File: src/rtl/pfc_pkg.sv
package pfc_pkg;
  localparam int EV_N   = 3;
  localparam int EV_RX  = 0;
  localparam int EV_ON  = 1;
  localparam int EV_OFF = 2;
endpackage

File: src/rtl/pfc_level_edge.sv
module pfc_level_edge (
  input  logic clk,
  input  logic rst,
  input  logic lvl_i,
  output logic rise_o,
  output logic fall_o
);
  logic lvl_q, lvl_qq;

  always_ff @(posedge clk) begin
    if (rst) begin
      lvl_q  <= 1'b0;
      lvl_qq <= 1'b0;
    end else begin
      lvl_q  <= lvl_i;
      lvl_qq <= lvl_q;
    end
  end

  assign rise_o = lvl_q & ~lvl_qq;
  assign fall_o = ~lvl_q & lvl_qq;
endmodule

File: src/rtl/pfc_event_flag.sv
module pfc_event_flag (
  input  logic clk,
  input  logic rst,
  input  logic set_i,
  input  logic clr_i,
  output logic flag_o,
  output logic nxt_o
);
  // a new event wins over a clearing read in the same cycle
  assign nxt_o = set_i | (flag_o & ~clr_i);

  always_ff @(posedge clk) begin
    if (rst) flag_o <= 1'b0;
    else     flag_o <= nxt_o;
  end
endmodule

File: src/rtl/pfc_irq_gen.sv
module pfc_irq_gen #(
  parameter int MASK_W   = 32,
  parameter int EV_W     = 3,
  parameter logic [MASK_W-1:0] MASK_RST = MASK_W'(7)
) (
  input  logic              clk,
  input  logic              rst,
  input  logic              wr_i,
  input  logic [MASK_W-1:0] wdata_i,
  input  logic [EV_W-1:0]   flag_nxt_i,
  output logic [MASK_W-1:0] mask_o,
  output logic              irq_o
);
  logic [MASK_W-1:0] mask_nxt;

  assign mask_nxt = wr_i ? wdata_i : mask_o;

  always_ff @(posedge clk) begin
    if (rst) begin
      mask_o <= MASK_RST;
      irq_o  <= 1'b0;
    end else begin
      mask_o <= mask_nxt;
      irq_o  <= |(flag_nxt_i & ~mask_nxt[EV_W-1:0]);
    end
  end
endmodule

File: src/rtl/pfc_status_tracker.sv
module pfc_status_tracker
  import pfc_pkg::*;
#(
  parameter int STAT_W   = 32,
  parameter int QUANTA_W = 16
) (
  input  logic                clk,
  input  logic                rst,
  input  logic                pause_rx_stb,
  input  logic [QUANTA_W-1:0] pause_rx_quanta,
  input  logic                tx_paused,
  input  logic                stat_rd,
  input  logic                mask_wr,
  input  logic [STAT_W-1:0]   mask_wdata,
  output logic [STAT_W-1:0]   status_o,
  output logic [STAT_W-1:0]   mask_o,
  output logic                irq_o
);
  localparam int RSV_W = STAT_W - QUANTA_W - EV_N;

  logic              ev_rise, ev_fall;
  logic [EV_N-1:0]   ev_set, ev_flag, ev_nxt;
  logic [QUANTA_W-1:0] quanta_q;

  pfc_level_edge u_edge (
    .clk    (clk),
    .rst    (rst),
    .lvl_i  (tx_paused),
    .rise_o (ev_rise),
    .fall_o (ev_fall)
  );

  always_comb begin
    ev_set         = '0;
    ev_set[EV_RX]  = pause_rx_stb;
    ev_set[EV_ON]  = ev_rise;
    ev_set[EV_OFF] = ev_fall;
  end

  for (genvar g = 0; g < EV_N; g++) begin : g_flag
    pfc_event_flag u_flag (
      .clk    (clk),
      .rst    (rst),
      .set_i  (ev_set[g]),
      .clr_i  (stat_rd),
      .flag_o (ev_flag[g]),
      .nxt_o  (ev_nxt[g])
    );
  end

  always_ff @(posedge clk) begin
    if (rst)               quanta_q <= '0;
    else if (pause_rx_stb) quanta_q <= pause_rx_quanta;
  end

  pfc_irq_gen #(
    .MASK_W   (STAT_W),
    .EV_W     (EV_N),
    .MASK_RST ({{(STAT_W-EV_N){1'b0}}, {EV_N{1'b1}}})
  ) u_irq (
    .clk        (clk),
    .rst        (rst),
    .wr_i       (mask_wr),
    .wdata_i    (mask_wdata),
    .flag_nxt_i (ev_nxt),
    .mask_o     (mask_o),
    .irq_o      (irq_o)
  );

  assign status_o = {quanta_q, {RSV_W{1'b0}}, ev_flag};
endmodule

File: config.mk
export PLATFORM = sky130hd
export DESIGN_NAME = pfc_status_tracker
export DESIGN_NICKNAME = d
export VERILOG_FILES = /design/src/rtl/pfc_pkg.sv /design/src/rtl/pfc_level_edge.sv /design/src/rtl/pfc_event_flag.sv /design/src/rtl/pfc_irq_gen.sv /design/src/rtl/pfc_status_tracker.sv
export SDC_FILE = /design/constraint.sdc
export NUM_CORES = 1
export LEC_CHECK = 0
export BUFFER_PORTS_ARGS = -buffer_cell sky130_fd_sc_hd__clkbuf_2
export CORE_MARGIN = 4
export CORE_UTILIZATION = 43
export CTS_BUF_LIST = sky130_fd_sc_hd__clkbuf_16
export CTS_CLUSTER_SIZE = 40
export DETAILED_ROUTE_END_ITERATION = 10
export GPL_TIMING_DRIVEN = 0
export PLACE_DENSITY = 0.75
export SETUP_SLACK_MARGIN = 0.2
export SLEW_MARGIN = 30
export SYNTH_ARGS = -nofsm -noshare
export SYNTH_HDL_FRONTEND = slang
export SYNTH_HIERARCHICAL = 1
export SYNTH_SLANG_ARGS = --single-unit
File: constraint.sdc
create_clock -name clk -period 1.08 [get_ports clk]
set_input_delay 0.108 -clock clk [delete_from_list [all_inputs] [get_ports clk]]
set_output_delay 0.108 -clock clk [all_outputs]
set_load 0.02 [all_outputs]
==> results of run 1 <==
## metal layers
metal,global-route usage,vias to the layer above
met5,0,-
met4,0.0367,0
li1,-,870
met2,0.272,81
met1,0.188,795
met3,0.0406,4
## worst paths after layout
| check | cells past startpoint | startpoint | to | slack [ns] |
|---|---|---|---|---|
| worst max-delay path | 3 | u_irq/mask_o[0] | u_irq/irq_o | 0.16 |
| worst min-delay path | 2 | tx_paused | u_edge/lvl_q | 0.05 |
| worst max register to register | 3 | u_irq/mask_o[0] | u_irq/irq_o | 0.16 |
| worst min register to register | 1 | u_edge/lvl_q | u_edge/lvl_qq | 0.48 |
## logic make-up after synthesis
kind of cell | Yosys count
other | 1
and+or+nand+nor | 61
muxes | 45
AOI/OAI and AO/OA | 6
buffers and inverters | 29
DFF | 54
## through the flow
| step | area [sq um] | util | worst slack, ns |
|---|---|---|---|
| floorplan | 2160 | - | 0.159 |
| global placement | 2760 | 0.585 | -0.0389 |
| detailed placement | 2760 | 0.585 | -0.0376 |
| CTS | 3360 | 0.711 | 0.141 |
| global route | 3450 | 0.731 | 0.0830 |
| finish | 3450 | 0.731 | 0.157 |
## area by class of cell
type	count	area (sq um)
Buffer	24	209
Clock buffer	5	125
Clock inverter	3	11.3
Fill cell	328	1270
Inverter	5	18.8
Multi-Input combinational cell	125	847
Sequential cell	54	1150
Tap cell	67	83.8
Timing Repair Buffer	108	1010
## worst register-to-register path, stage by stage (launching register included)
cell and delay, ns:
dfxtp_4 0.34, nor2b_1 0.12, a211o_1 0.25, o221ai_2 0.15
## timing repair
item                                    in CTS  in global routing
endpoints found under the setup margin      51                 55
gates resized for setup                    129                 53
buffers inserted                             1                  3
## synth_stat cells (all sizes together)
cell | number | area, sq um
inv | 5 | 18.8
dfxtp | 54 | 1080
or3b | 1 | 8.76
nor2 | 45 | 169
clkbuf | 1 | 3.75
a211o | 2 | 17.5
nand2b | 3 | 41.3
nand4bb | 1 | 11.3
a21oi | 3 | 26.3
o221ai | 1 | 15.0
nor2b | 7 | 43.8
buf | 23 | 201
nand2 | 4 | 15.0
conb | 1 | 3.75
mux2i | 45 | 450
## registers in the layout (all words and copies together) (netlist names)
signal	cells
g_flag.u_flag/flag_o	3
quanta_q	16
u_edge/lvl_q	1
u_edge/lvl_qq	1
u_irq/irq_o	1
u_irq/mask_o	32
## report_power, final
| group | total (mW) | switching, mW | leakage, nW | internal [mW] |
|---|---|---|---|---|
| clock | 1.48 | 0.640 | 0.0663 | 0.835 |
| combinational | 0.959 | 0.435 | 1.21 | 0.525 |
| sequential | 2.23 | 0.0913 | 0.463 | 2.13 |
| total | 4.66 | 1.17 | 1.74 | 3.49 |
==> metrics.txt, run 1 <==
status=finished clean; ANT cells=0; CTS buffer count=5; Die Span Y=78 um; placer congestion estimate=0.700; final setup fails=0; first-pass detailed-route iteration total=4; Synth Area in Compound Gates=0.0279; mux share of post-synthesis cell area=0.214; fin cells=391; crit path capture type=flip-flop; worst path required time=1.29 ns; CP peak stage delay=about 0.34 ns; Via Count=1750; CP Data Arrival Time=around 1.1 ns; Max Cap Viol=0; all-layer global routing usage=0.155; CP Cell Sequence=nor2b_1 > a211o_1 > o221ai_2; post-route minimum period=0.923 ns; Total Nets Final=377; peak supply drop=919 uV; Static Leak=1.74 nW; initial cell density of the core=0.446; CTS clk-pin slew, worst paths=0.06 ns; Slew Limit Fails=0; RSZ-0062 raised after global routing=true; register area share after synthesis=0.513; Die Span X=78 um; Detail Route Antenna Nets=0; largest net degree at the start of global routing=16; pwr/cell area=1350 nW/um^2; DR top layer=met4; Final period util=0.854; post-detailed-route via-to-cell ratio=4.48; average routed wire per standard cell=roughly 13 um; CTS root buf=clkbuf_16; Final Hold Viols=0; startpoint types=flip-flop; Die Area=slightly above 6000 sq um; CTS sink cnt=54; cell count after synthesis=roughly 200; worst path bufs/invs=0; number of synthesized register bits=54; largest family of logic cells by synthesized area=multiplexers; CP delay by family, top=compound AO/OA/AOI/OAI gates; most frequent cells in the layout=clkbuf_2, dfxtp_2, mux2i_1, nor2_1, buf_8; critical setup path kind=reg -> reg; first-pass GRT wire length=7690 um; row cnt=25; Setup Skew=between 0.0015 and 0.002 ns; CP Max Fanout=2; proportion of layout cells with a drive suffix above 1=0.599; most common cell after layout, fill and taps aside=clkbuf_2; DRC violations left=0; Synth Area in XOR/XNOR=0; Synth Area in Simple Gates=0.137; Final Power=~4.7 mW; antenna violations before repair=0; CTS H-tree lvls=2; setup tns final=0 ns; hold crit path type=in -> reg; dpl cells=379; Synth-to-Final Area Change=63.9%; Post-DP HPWL=3470 um; final hold slack=0.0499 ns; FMAX=about 1100 MHz; Slowest-stage cell, CP=dfxtp_4; cts-stage hold buffer count=0; clock buffer depth=2; WL met1=between 1500 and 2000 um; input/output buffers=roughly 100; Mapped Area=2110 sq um; Cell variety after synth=20; routed wire length=5080 um; Syn Area/Cell=10.8 sq um; vias in the first global route=~1600; # IOs=about 120; TritonCTS clock tree=built; Initial DRC Count=71; met2 wire len=2660 um; GRT overflow=0; core area=4720 sq um; Synth Warn #=6; Adder-Cell Fraction of Synth Area=0; metal3 WL=404 um; clock latency on the worst-skew pair=around 0.28 ns
No activity file was read; power rests on OpenSTA's default activity.
==> run 2: changes to the inputs <==
- ABC_AREA: unset -> 1
- CORE_UTILIZATION: 43 -> 44
- PLACE_DENSITY: 0.75 -> 0.77
==> run 2 against run 1 <==
Compared with the run above:
- first-iteration DRC count increased by 41%
- synthesized cell count up 47%
- worst setup slack gained 0.058 ns
- combinational power increased by 11%
- critical path depth decreased by 2
- clock skew is 0.00078 ns higher
- synthesized area grew 1.4%
- sequential power is 2% higher
==> metrics.txt, run 2 <==
CP Cell Sequence=clkbuf_8; proportion of layout cells with a drive suffix above 1=0.495; clock buffer depth=2; Yosys top cell area share=0.506; Final Power=5.12 mW; vias in the first global route=between 2000 and 2500; worst path required time=0.97 ns; post-route minimum period=0.865 ns; critical setup path kind=reg -> out; CTS H-tree lvls=2; Most flops, register=u_irq/mask_o; Static Leak=1.86 nW; mux share of post-synthesis cell area=0; first-pass GRT wire length=9390 um; Syn Area/Cell=7.42 sq um; placer congestion estimate=0.792; Adder-Cell Fraction of Synth Area=0; Regs by FF count=u_irq/mask_o (32), quanta_q (16), g_flag.u_flag/flag_o (3); CTS root buf=clkbuf_16; # IOs=119; largest family of logic cells by synthesized area=simple AND/OR/NAND/NOR gates; Final Hold Viols=0; core area=between 4000 and 5000 sq um; DRC violations left=0; leading area contributor after synthesis=dfxtp_1; Initial DRC Count=100; Via Count=2126; Synth-to-Final Area Change=66.7%; GR peak layer=met2; initial cell density of the core=0.452; clock latency on the worst-skew pair=~0.28 ns; CP delay by family, top=flip-flops; status=finished clean; Final period util=0.801; register area share after synthesis=0.506; Die Area=6040 sq um; global-route met1 utilization=0.212; number of synthesized register bits=54; cell count after synthesis=288; max reg flops=32; Core Util, Final=0.754; Slew Limit Fails=0; antenna violations before repair=0; dpl cells=472; CP Max Fanout=1; CTS buffer count=5; GRT overflow=0; FMAX=1160 MHz; final worst slack=~0.22 ns; crit path capture type=primary output; Mapped Area=approximately 2100 sq um; Setup crit start=u_irq/irq_o; CP peak stage delay=roughly 0.33 ns; setup tns final=0 ns; R2R Path Start=u_edge/lvl_qq; top-count cell post-synth=nor2_1; Setup Skew=~0.0023 ns; Synth Area in Compound Gates=0.0802; input/output buffers=105; met2 Use GR=0.351; RSZ-0062 raised after global routing=true; Synth Warn #=6; ANT cells=0; Cell variety after synth=18; fraction of registers with async set/reset=0; TritonCTS clock tree=built; first-pass detailed-route iteration total=4; most common cell after layout, fill and taps aside=nor2_1; Slowest-stage cell, CP=dfxtp_1; peak supply drop=~1100 uV; most frequent cells in the layout=nor2_1, clkbuf_2, dfxtp_2; Detail Route Antenna Nets=0; pre-CTS WS=-0.0208 ns; final hold slack=around 0.046 ns; worst path bufs/invs=1; Synth top cells by count=nor2_1, dfxtp_1, nand2_1, o21ai_0, inv_1; Post-synth EDFFs=0; Max Cap Viol=0; pwr/cell area=between 1000 and 1500 nW/um^2; Synth Area in Simple Gates=0.272; hold path startpoint=mask_wdata[31]; Post-DP HPWL=4000 um; post-detailed-route via-to-cell ratio=~4.4; CTS clk-pin slew, worst paths=0.07 ns; startpoint types=flip-flop; ys flop type=dfxtp_1; fin cells=485; largest net degree at the start of global routing=17; Post-DP Area=2790 sq um; Final Cell Area=3560 sq um; all-layer global routing usage=0.192; CP Data Arrival Time=about 0.76 ns; hold crit path type=in -> reg; average routed wire per standard cell=12.3 um; CTS sink cnt=54; largest cells by area after synthesis=dfxtp_1, nor2_1, nand2_1, o21ai_0, buf_4; Total Nets Final=471; routed wire length=5990 um; row cnt=25; Synth Area in XOR/XNOR=0; routing usage on met3=0.0394; Die Span Y=77.7 um; final setup fails=0; Die Span X=77.7 um
## run 2: cell types whose count changed after synthesis, moves of 3 or more
cell and change:
inv_1 +23, mux2i_1 -45, nand2_1 +37, nand2_2 +3
nand2b_4 -3, nand3_1 +6, nor2_1 +47, nor2b_1 -7
o21ai_0 +29
## run 2: logic make-up after synthesis
logic type | count (synthesis)
AO/OA/AOI/OAI | 32
buffers and inverters | 55
AND/OR/NAND/NOR | 146
flip-flops | 54
other | 1
## run 2: where the power goes
part,switching [mW],total [mW],internal (mW)
Clock,0.701,1.79,1.09
Combinational,0.515,1.06,0.549
Sequential,0.110,2.27,2.16
Total,1.33,5.12,3.79
## run 2: worst paths after layout
kind / to / slack [ns] / depth (start not counted)
max: irq_o / 0.22 / 1
min: u_irq/mask_o[31] / 0.05 / 3
max reg2reg: u_irq/irq_o / 0.22 / 8
min reg2reg: u_edge/lvl_qq / 0.44 / 2
## run 2: area by class of cell
cell class / count / area (sq um)
multi-input combinational: 191 / 802
clock buffer: 5 / 125
buffer: 26 / 193
inverter: 29 / 109
tap: 67 / 83.8
sequential: 54 / 1150
clock inverter: 3 / 40.0
timing repair buffer: 110 / 1060
fill: 350 / 1160
## run 2: metal layers
metal,part of all wire,routed length (um),vias up
li1,-,-,1103
met3,0.043,257,12
met2,0.55,3320,66
met1,0.38,2280,945
met5,0,0,-
met4,0.023,137,0
## run 2: what timing repair did
item	in CTS	in global routing
setup endpoints to repair	52	66
hold buffers	1	0
setup buffers	1	3
resized for setup	148	53
pin swaps	0	3
gates cloned	0	0
hold endpoints to repair	1	0
